$ cat src/rtl/pit_pkg.sv
package pit_pkg;

  typedef enum logic [1:0] {
    ACC_LATCH = 2'd0,
    ACC_LO    = 2'd1,
    ACC_HI    = 2'd2,
    ACC_BOTH  = 2'd3
  } accMode_t;

  typedef enum logic [1:0] {
    OP_TERM   = 2'd0,
    OP_RATE   = 2'd1,
    OP_SQUARE = 2'd2
  } opMode_t;

  // Strobes and selects passed from control to datapath
  typedef struct packed {
    logic     prog;        // accepted non-latch control word
    opMode_t  progMode;    // mode carried by that word
    logic     stageLo;     // hold first byte of a two-byte load
    logic     commit;      // full count available this cycle
    accMode_t commitSel;   // how to assemble the count
    logic     capLatch;    // take a count snapshot
    logic     rdFromLatch; // read source is the snapshot
    logic     rdHigh;      // read returns upper byte
  } ctrlStrobe_t;

  function automatic opMode_t decodeMode(input logic [2:0] m);
    case (m)
      3'd2, 3'd6: decodeMode = OP_RATE;
      3'd3, 3'd7: decodeMode = OP_SQUARE;
      default:    decodeMode = OP_TERM;
    endcase
  endfunction

endpackage

$ cat src/rtl/pit_ctrl.sv
module pit_ctrl
  import pit_pkg::*;
#(
  parameter int CH_ID  = 0,
  parameter int BYTE_W = 8
) (
  input  logic              clk,
  input  logic              rstN,
  input  logic              ctrlWr,
  input  logic              dataWr,
  input  logic              dataRd,
  input  logic [BYTE_W-1:0] wrData,
  output ctrlStrobe_t       strb,
  output opMode_t           curMode
);

  localparam logic [1:0] SEL_ID = 2'(CH_ID);

  accMode_t accMode;
  opMode_t  opMode;
  logic     rdPtrHi, wrPtrHi, latchPend;

  logic [1:0] selF, rwF;
  logic [2:0] modeF;
  logic       addrHit, isLatchCmd, isProg, wrEn, rdEn, release_;

  assign selF  = wrData[BYTE_W-1:BYTE_W-2];
  assign rwF   = wrData[BYTE_W-3:BYTE_W-4];
  assign modeF = wrData[3:1];

  assign addrHit    = ctrlWr && (selF == SEL_ID);
  assign isLatchCmd = addrHit && (rwF == ACC_LATCH);
  assign isProg     = addrHit && (rwF != ACC_LATCH);
  assign wrEn       = dataWr && !ctrlWr;
  assign rdEn       = dataRd && !ctrlWr;
  assign release_   = rdEn && latchPend && ((accMode != ACC_BOTH) || rdPtrHi);
  assign curMode    = opMode;

  always_comb begin
    strb             = '0;
    strb.prog        = isProg;
    strb.progMode    = decodeMode(modeF);
    strb.capLatch    = isLatchCmd && !latchPend;
    strb.commitSel   = accMode;
    strb.rdFromLatch = latchPend;
    strb.rdHigh      = (accMode == ACC_HI) || ((accMode == ACC_BOTH) && rdPtrHi);
    if (wrEn) begin
      if (accMode == ACC_BOTH && !wrPtrHi) strb.stageLo = 1'b1;
      else                                 strb.commit  = 1'b1;
    end
  end

  always_ff @(posedge clk) begin
    if (!rstN) begin
      accMode   <= ACC_BOTH;
      opMode    <= OP_TERM;
      rdPtrHi   <= 1'b0;
      wrPtrHi   <= 1'b0;
      latchPend <= 1'b0;
    end else if (isProg) begin
      accMode   <= accMode_t'(rwF);
      opMode    <= decodeMode(modeF);
      rdPtrHi   <= 1'b0;
      wrPtrHi   <= 1'b0;
      latchPend <= 1'b0;
    end else begin
      if (isLatchCmd) latchPend <= 1'b1;
      if (wrEn && accMode == ACC_BOTH) wrPtrHi <= ~wrPtrHi;
      if (rdEn && accMode == ACC_BOTH) rdPtrHi <= ~rdPtrHi;
      if (release_) latchPend <= 1'b0;
    end
  end

  AST_PTR_RESET: assert property (@(posedge clk) disable iff (!rstN)
    isProg |=> (!rdPtrHi && !wrPtrHi && !latchPend));
  AST_LATCH_KEEP: assert property (@(posedge clk) disable iff (!rstN)
    (latchPend && isLatchCmd) |=> latchPend);
  AST_LATCH_FREE: assert property (@(posedge clk) disable iff (!rstN)
    (latchPend && rdEn && accMode != ACC_BOTH) |=> !latchPend);

endmodule

$ cat src/rtl/pit_datapath.sv
module pit_datapath
  import pit_pkg::*;
#(
  parameter int BYTE_W = 8
) (
  input  logic              clk,
  input  logic              rstN,
  input  ctrlStrobe_t       strb,
  input  opMode_t           curMode,
  input  logic [BYTE_W-1:0] wrData,
  input  logic              cntTick,
  output logic [BYTE_W-1:0] rdData,
  output logic              outLine
);

  localparam int CNT_W = 2 * BYTE_W;

  logic [CNT_W-1:0]  count, period, latchVal, loadVal, rdSrc;
  logic [CNT_W-1:0]  evenLoad, evenPeriod;
  logic [BYTE_W-1:0] stageLo;
  logic              armed, outR;

  always_comb begin
    case (strb.commitSel)
      ACC_LO:  loadVal = {{BYTE_W{1'b0}}, wrData};
      ACC_HI:  loadVal = {wrData, {BYTE_W{1'b0}}};
      default: loadVal = {wrData, stageLo};
    endcase
  end

  assign evenLoad   = {loadVal[CNT_W-1:1], 1'b0};
  assign evenPeriod = {period[CNT_W-1:1], 1'b0};

  always_ff @(posedge clk) begin
    if (!rstN) begin
      count    <= '0;
      period   <= '0;
      latchVal <= '0;
      stageLo  <= '0;
      armed    <= 1'b0;
      outR     <= 1'b0;
    end else begin
      if (strb.capLatch) latchVal <= count;
      if (strb.stageLo) begin
        stageLo <= wrData;
        armed   <= 1'b0;
      end
      if (strb.prog) begin
        armed <= 1'b0;
        outR  <= (strb.progMode != OP_TERM);
      end else if (strb.commit) begin
        period <= loadVal;
        count  <= (curMode == OP_SQUARE) ? evenLoad : loadVal;
        armed  <= 1'b1;
        if (curMode == OP_TERM) outR <= 1'b0;
      end else if (cntTick && armed && !strb.stageLo) begin
        case (curMode)
          OP_RATE: begin
            if (count == CNT_W'(1)) begin
              count <= period;
              outR  <= 1'b1;
            end else begin
              count <= count - CNT_W'(1);
              outR  <= (count != CNT_W'(2));
            end
          end
          OP_SQUARE: begin
            if (count == CNT_W'(2)) begin
              count <= evenPeriod;
              outR  <= ~outR;
            end else begin
              count <= count - CNT_W'(2);
            end
          end
          default: begin
            count <= count - CNT_W'(1);
            if (count == CNT_W'(1)) outR <= 1'b1;
          end
        endcase
      end
    end
  end

  assign rdSrc   = strb.rdFromLatch ? latchVal : count;
  assign rdData  = strb.rdHigh ? rdSrc[CNT_W-1:BYTE_W] : rdSrc[BYTE_W-1:0];
  assign outLine = outR;

  AST_TERM_HOLD: assert property (@(posedge clk) disable iff (!rstN)
    (curMode == OP_TERM && outR && !strb.prog && !strb.commit) |=> outR);
  AST_RATE_PULSE: assert property (@(posedge clk) disable iff (!rstN)
    (curMode == OP_RATE && !outR && armed && cntTick && !strb.prog && !strb.commit
     && !strb.stageLo) |=> outR);
  AST_SQ_EVEN: assert property (@(posedge clk) disable iff (!rstN)
    (armed && curMode == OP_SQUARE) |-> !count[0]);
  AST_HALTED: assert property (@(posedge clk) disable iff (!rstN)
    (!armed && !strb.commit) |=> $stable(count));

endmodule

$ cat src/rtl/pit_channel.sv
module pit_channel
  import pit_pkg::*;
#(
  parameter int CH_ID  = 0,
  parameter int BYTE_W = 8
) (
  input  logic              clk,
  input  logic              rstN,
  input  logic              ctrlWr,
  input  logic              dataWr,
  input  logic              dataRd,
  input  logic [BYTE_W-1:0] wrData,
  input  logic              cntTick,
  output logic [BYTE_W-1:0] rdData,
  output logic              outLine
);

  ctrlStrobe_t strb;
  opMode_t     curMode;

  pit_ctrl #(.CH_ID(CH_ID), .BYTE_W(BYTE_W)) uCtrl (
    .clk(clk), .rstN(rstN), .ctrlWr(ctrlWr), .dataWr(dataWr), .dataRd(dataRd),
    .wrData(wrData), .strb(strb), .curMode(curMode)
  );

  pit_datapath #(.BYTE_W(BYTE_W)) uData (
    .clk(clk), .rstN(rstN), .strb(strb), .curMode(curMode), .wrData(wrData),
    .cntTick(cntTick), .rdData(rdData), .outLine(outLine)
  );

endmodule

$ cat config.mk
export PLATFORM = sky130hd
export DESIGN_NAME = pit_channel
export DESIGN_NICKNAME = d
export VERILOG_FILES = /design/src/rtl/pit_pkg.sv /design/src/rtl/pit_ctrl.sv /design/src/rtl/pit_datapath.sv /design/src/rtl/pit_channel.sv
export SDC_FILE = /design/constraint.sdc
export NUM_CORES = 1
export LEC_CHECK = 0
export CAP_MARGIN = 20
export CORE_MARGIN = 5
export CORE_UTILIZATION = 25
export DETAILED_ROUTE_END_ITERATION = 12
export PLACE_DENSITY = 0.45
export SLEW_MARGIN = 10
export SYNTH_ARGS = -nofsm -noshare
export SYNTH_HDL_FRONTEND = slang
export SYNTH_HIERARCHICAL = 1
export SYNTH_SLANG_ARGS = --single-unit
$ cat constraint.sdc
create_clock -name clk -period 3.4 [get_ports clk]
set_clock_uncertainty 0.05 [all_clocks]
set_input_delay 0.68 -clock clk [delete_from_list [all_inputs] [get_ports clk]]
set_output_delay 0.68 -clock clk [all_outputs]
set_load 0.01 [all_outputs]
==> reports/results.ini, run 1 <==
[run_status]
status = complete, no violations

[floorplan]
start_util = 0.255
die_h_um = 142
dieArea_um2 = 20300
ios = 23
die_w_um = 142
coreArea_um2 = 17200
rows = 48

[timing]
max_freq_ghz = 0.341
relSlewSlack = 0.381
fin_crit_sh = 0.863
drv_slew = 0
worst_pin_slew_ns = 0.928
rsz0062_at_grt = no
min_period_ns = 2.93
setup-tns-final_ns = 0
setup_viol = 0
hold_viol = 0

[yosys]
synthMostInstantiatedCell = dfxtp_1
ys_ff_latch = 65
netlist_area_um2 = 4390
synthArstFlopShare = 0
avgSynthCellArea_um2 = 8.65
synth_top_cell_by_area = dfxtp_1
synthDistinctLibCells = 77
postSynthCellCount = 507
synth.net_count = 531
synthTopCellsByArea = dfxtp_1 (30%), mux2i_1 (6.2%), nor2b_1 (4.6%)
synth.top_cell.area_share = 0.297
yosys-top-cells-count = dfxtp_1 (65), nand2_1 (52), nor2b_1 (32)
yosys_most_used_dff = dfxtp_1
synth_warnings = 6
synth_edf_count = 0
ys_seq_area_frac = 0.297

[clock_tree]
ctsHtreeMaxLevel = 3
clkTransAtPathRegs_ns = 0.06
cts_tree = yes
cts_num_sinks = 65
ctsHoldBuffers = 0
postCtsSetupRepairBufs = 0
ctsResizeCount = 0
clk_path_buf_depth = 2
cts-root-buf = clkbuf_16
numCtsBuffers = 9
clk_latency_ns = 0.34

[worst_setup_path]
worstSetupPathType = reg -> out
crit_fanout = 8
worstPathCellList = a21boi_0 -> buf_4 -> mux4_2 -> clkdlybuf4s50_1
crit_path_start_kind = flop
critPathCaptureType = output port
cpPeakStageDelay_ns = 0.50
cpMaxStageDelayCell = mux4_2
required_ns = 2.67
cp.arrival_ns = 2.20

[flow_run]
maxCapViolations = 0

[routing]
num_vias = 3936
drt_iter0_drc = 257
wl_per_cell_um = 18.5
drc = 0
wl_um = 14000
drtAntennaViolNets = 0
avgViaCountPerCell = 5.21
drt_pre_antenna_iters = 5

[place]
gp_congestion = 0.890
dpl_cell_area_um2 = 4880
place_hpwl_um = 10300
dp.cells = 740
port_buffers = 22

[finish]
nets = 550
final_cell_area_um2 = 5170
fillers = 1833
multiInputGateArea_um2 = 2760
register_area_um2 = 1300
diodes = 0
drive_above_1_share = 0.141
final_cells = 756
area_growth_pct = 17.9

[power_and_ir_drop]
ir_drop_uv = 214
power.density_nw_per_um2 = 441
p_leak_uw = 0.00187

[hold_path]
hold_class = reg -> reg

[global_routing]
grt-ovfl-total = 0
grt_pass1_wl_um = 22200
grt_pass1_vias = 3961
grt_max_degree = 34
antenna_found_initial = 0
grt_usage = 0.140

-- layer usage --
| layer | global-route usage | vias up | part of all wire | routed length, um |
|---|---|---|---|---|
| met4 | 0.0505 | 0 | 0.020 | 276 |
| met5 | 0 | - | 0 | 0 |
| met3 | 0.0265 | 25 | 0.057 | 793 |
| met1 | 0.190 | 1874 | 0.47 | 6520 |
| li1 | - | 1896 | - | - |
| met2 | 0.221 | 141 | 0.46 | 6380 |
-- logic make-up after synthesis --
logic type	synth area share
and+or+nand+nor	0.237
AOI/OAI and AO/OA	0.218
DFF	0.297
buffers and inverters	0.0759
muxes	0.106
xor gates and xnor gates	0.0379
adders and majority gates	0.0285
-- cell type report --
| class | count | area share |
|---|---|---|
| Timing Repair Buffer | 57 | 0.0924 |
| Tap cell | 225 | 0.0544 |
| Multi-Input combinational cell | 378 | 0.533 |
| Clock buffer | 10 | 0.0462 |
| Sequential cell | 65 | 0.252 |
| Clock inverter | 6 | 0.0111 |
| Inverter | 15 | 0.0109 |
-- power by group --
part           switching (uW)  internal, uW
clock network             352           582
logic                     306           229
registers                23.1           786
total                     682          1600
-- worst paths after layout --
check                                     start  slack [ns]                            to  depth (start not counted)
setup / recovery  uCtrl/accMode[1]$_SDFFE_PN1P_        0.47                     rdData[7]                          4
hold / removal     uData/period[8]$_SDFFE_PN0P_        0.41  uData/period[8]$_SDFFE_PN0P_                          2
setup reg to reg    uData/count[1]$_SDFFE_PN0P_        0.65   uData/count[0]$_SDFFE_PN0P_                          7
hold reg to reg    uData/period[8]$_SDFFE_PN0P_        0.41  uData/period[8]$_SDFFE_PN0P_                          2
-- through the flow --
step / total power [uW] / hold WS, ns / worst slack (ns) / utilization
floorplan: 1200 / 0.382 / 0.658 / -
global placement: 1360 / 0.403 / 0.0193 / 0.282
detailed placement: 1350 / 0.413 / 0.133 / 0.283
CTS: 2300 / 0.421 / 0.410 / 0.300
global route: 2390 / 0.463 / 0.271 / 0.300
finish: 2280 / 0.413 / 0.467 / 0.300
-- state kept, by name (all words and copies together) (netlist names) --
register         count
uCtrl/rdPtrHi        1
uData/outLine        1
uCtrl/latchPend      1
uData/armed          1
uData/stageLo        8
uCtrl/accMode        2
uCtrl/wrPtrHi        1
uData/latchVal      16
uData/period        16
uData/count         16
uCtrl/curMode        2
-- cell usage in the layout, fill, tap and decap left out, drive strengths merged, types with 7 or more instances in the layout --
master	n
mux4	8
ha	10
and2	9
nand3	8
xnor2	13
dfxtp	65
nor3	7
a21boi	9
nor2	19
nand2	53
mux2i	27
clkdlybuf4s50	21
a21oi	22
buf	36
o21ai	24
clkbuf	10
nor2b	32
a31oi	8
nor4	9
nand4	7
inv	14
a22oi	7
a221o	8
-- worst max-delay path, delay by kind of cell, from the launching register on --
family / cells / cell delay [ns]
AOI/OAI and AO/OA: 1 / 0.21
buffers and inverters: 2 / 0.71
DFF: 1 / 0.43
muxes: 1 / 0.50
No activity file was read; power rests on OpenSTA's default activity.
==> run 2, diff against run 1 <==
- CTS_CLUSTER_SIZE: not set -> 10
==> results of run 2 <==
Same layout as run 1: the final DEF is identical, and so are final timing and power.
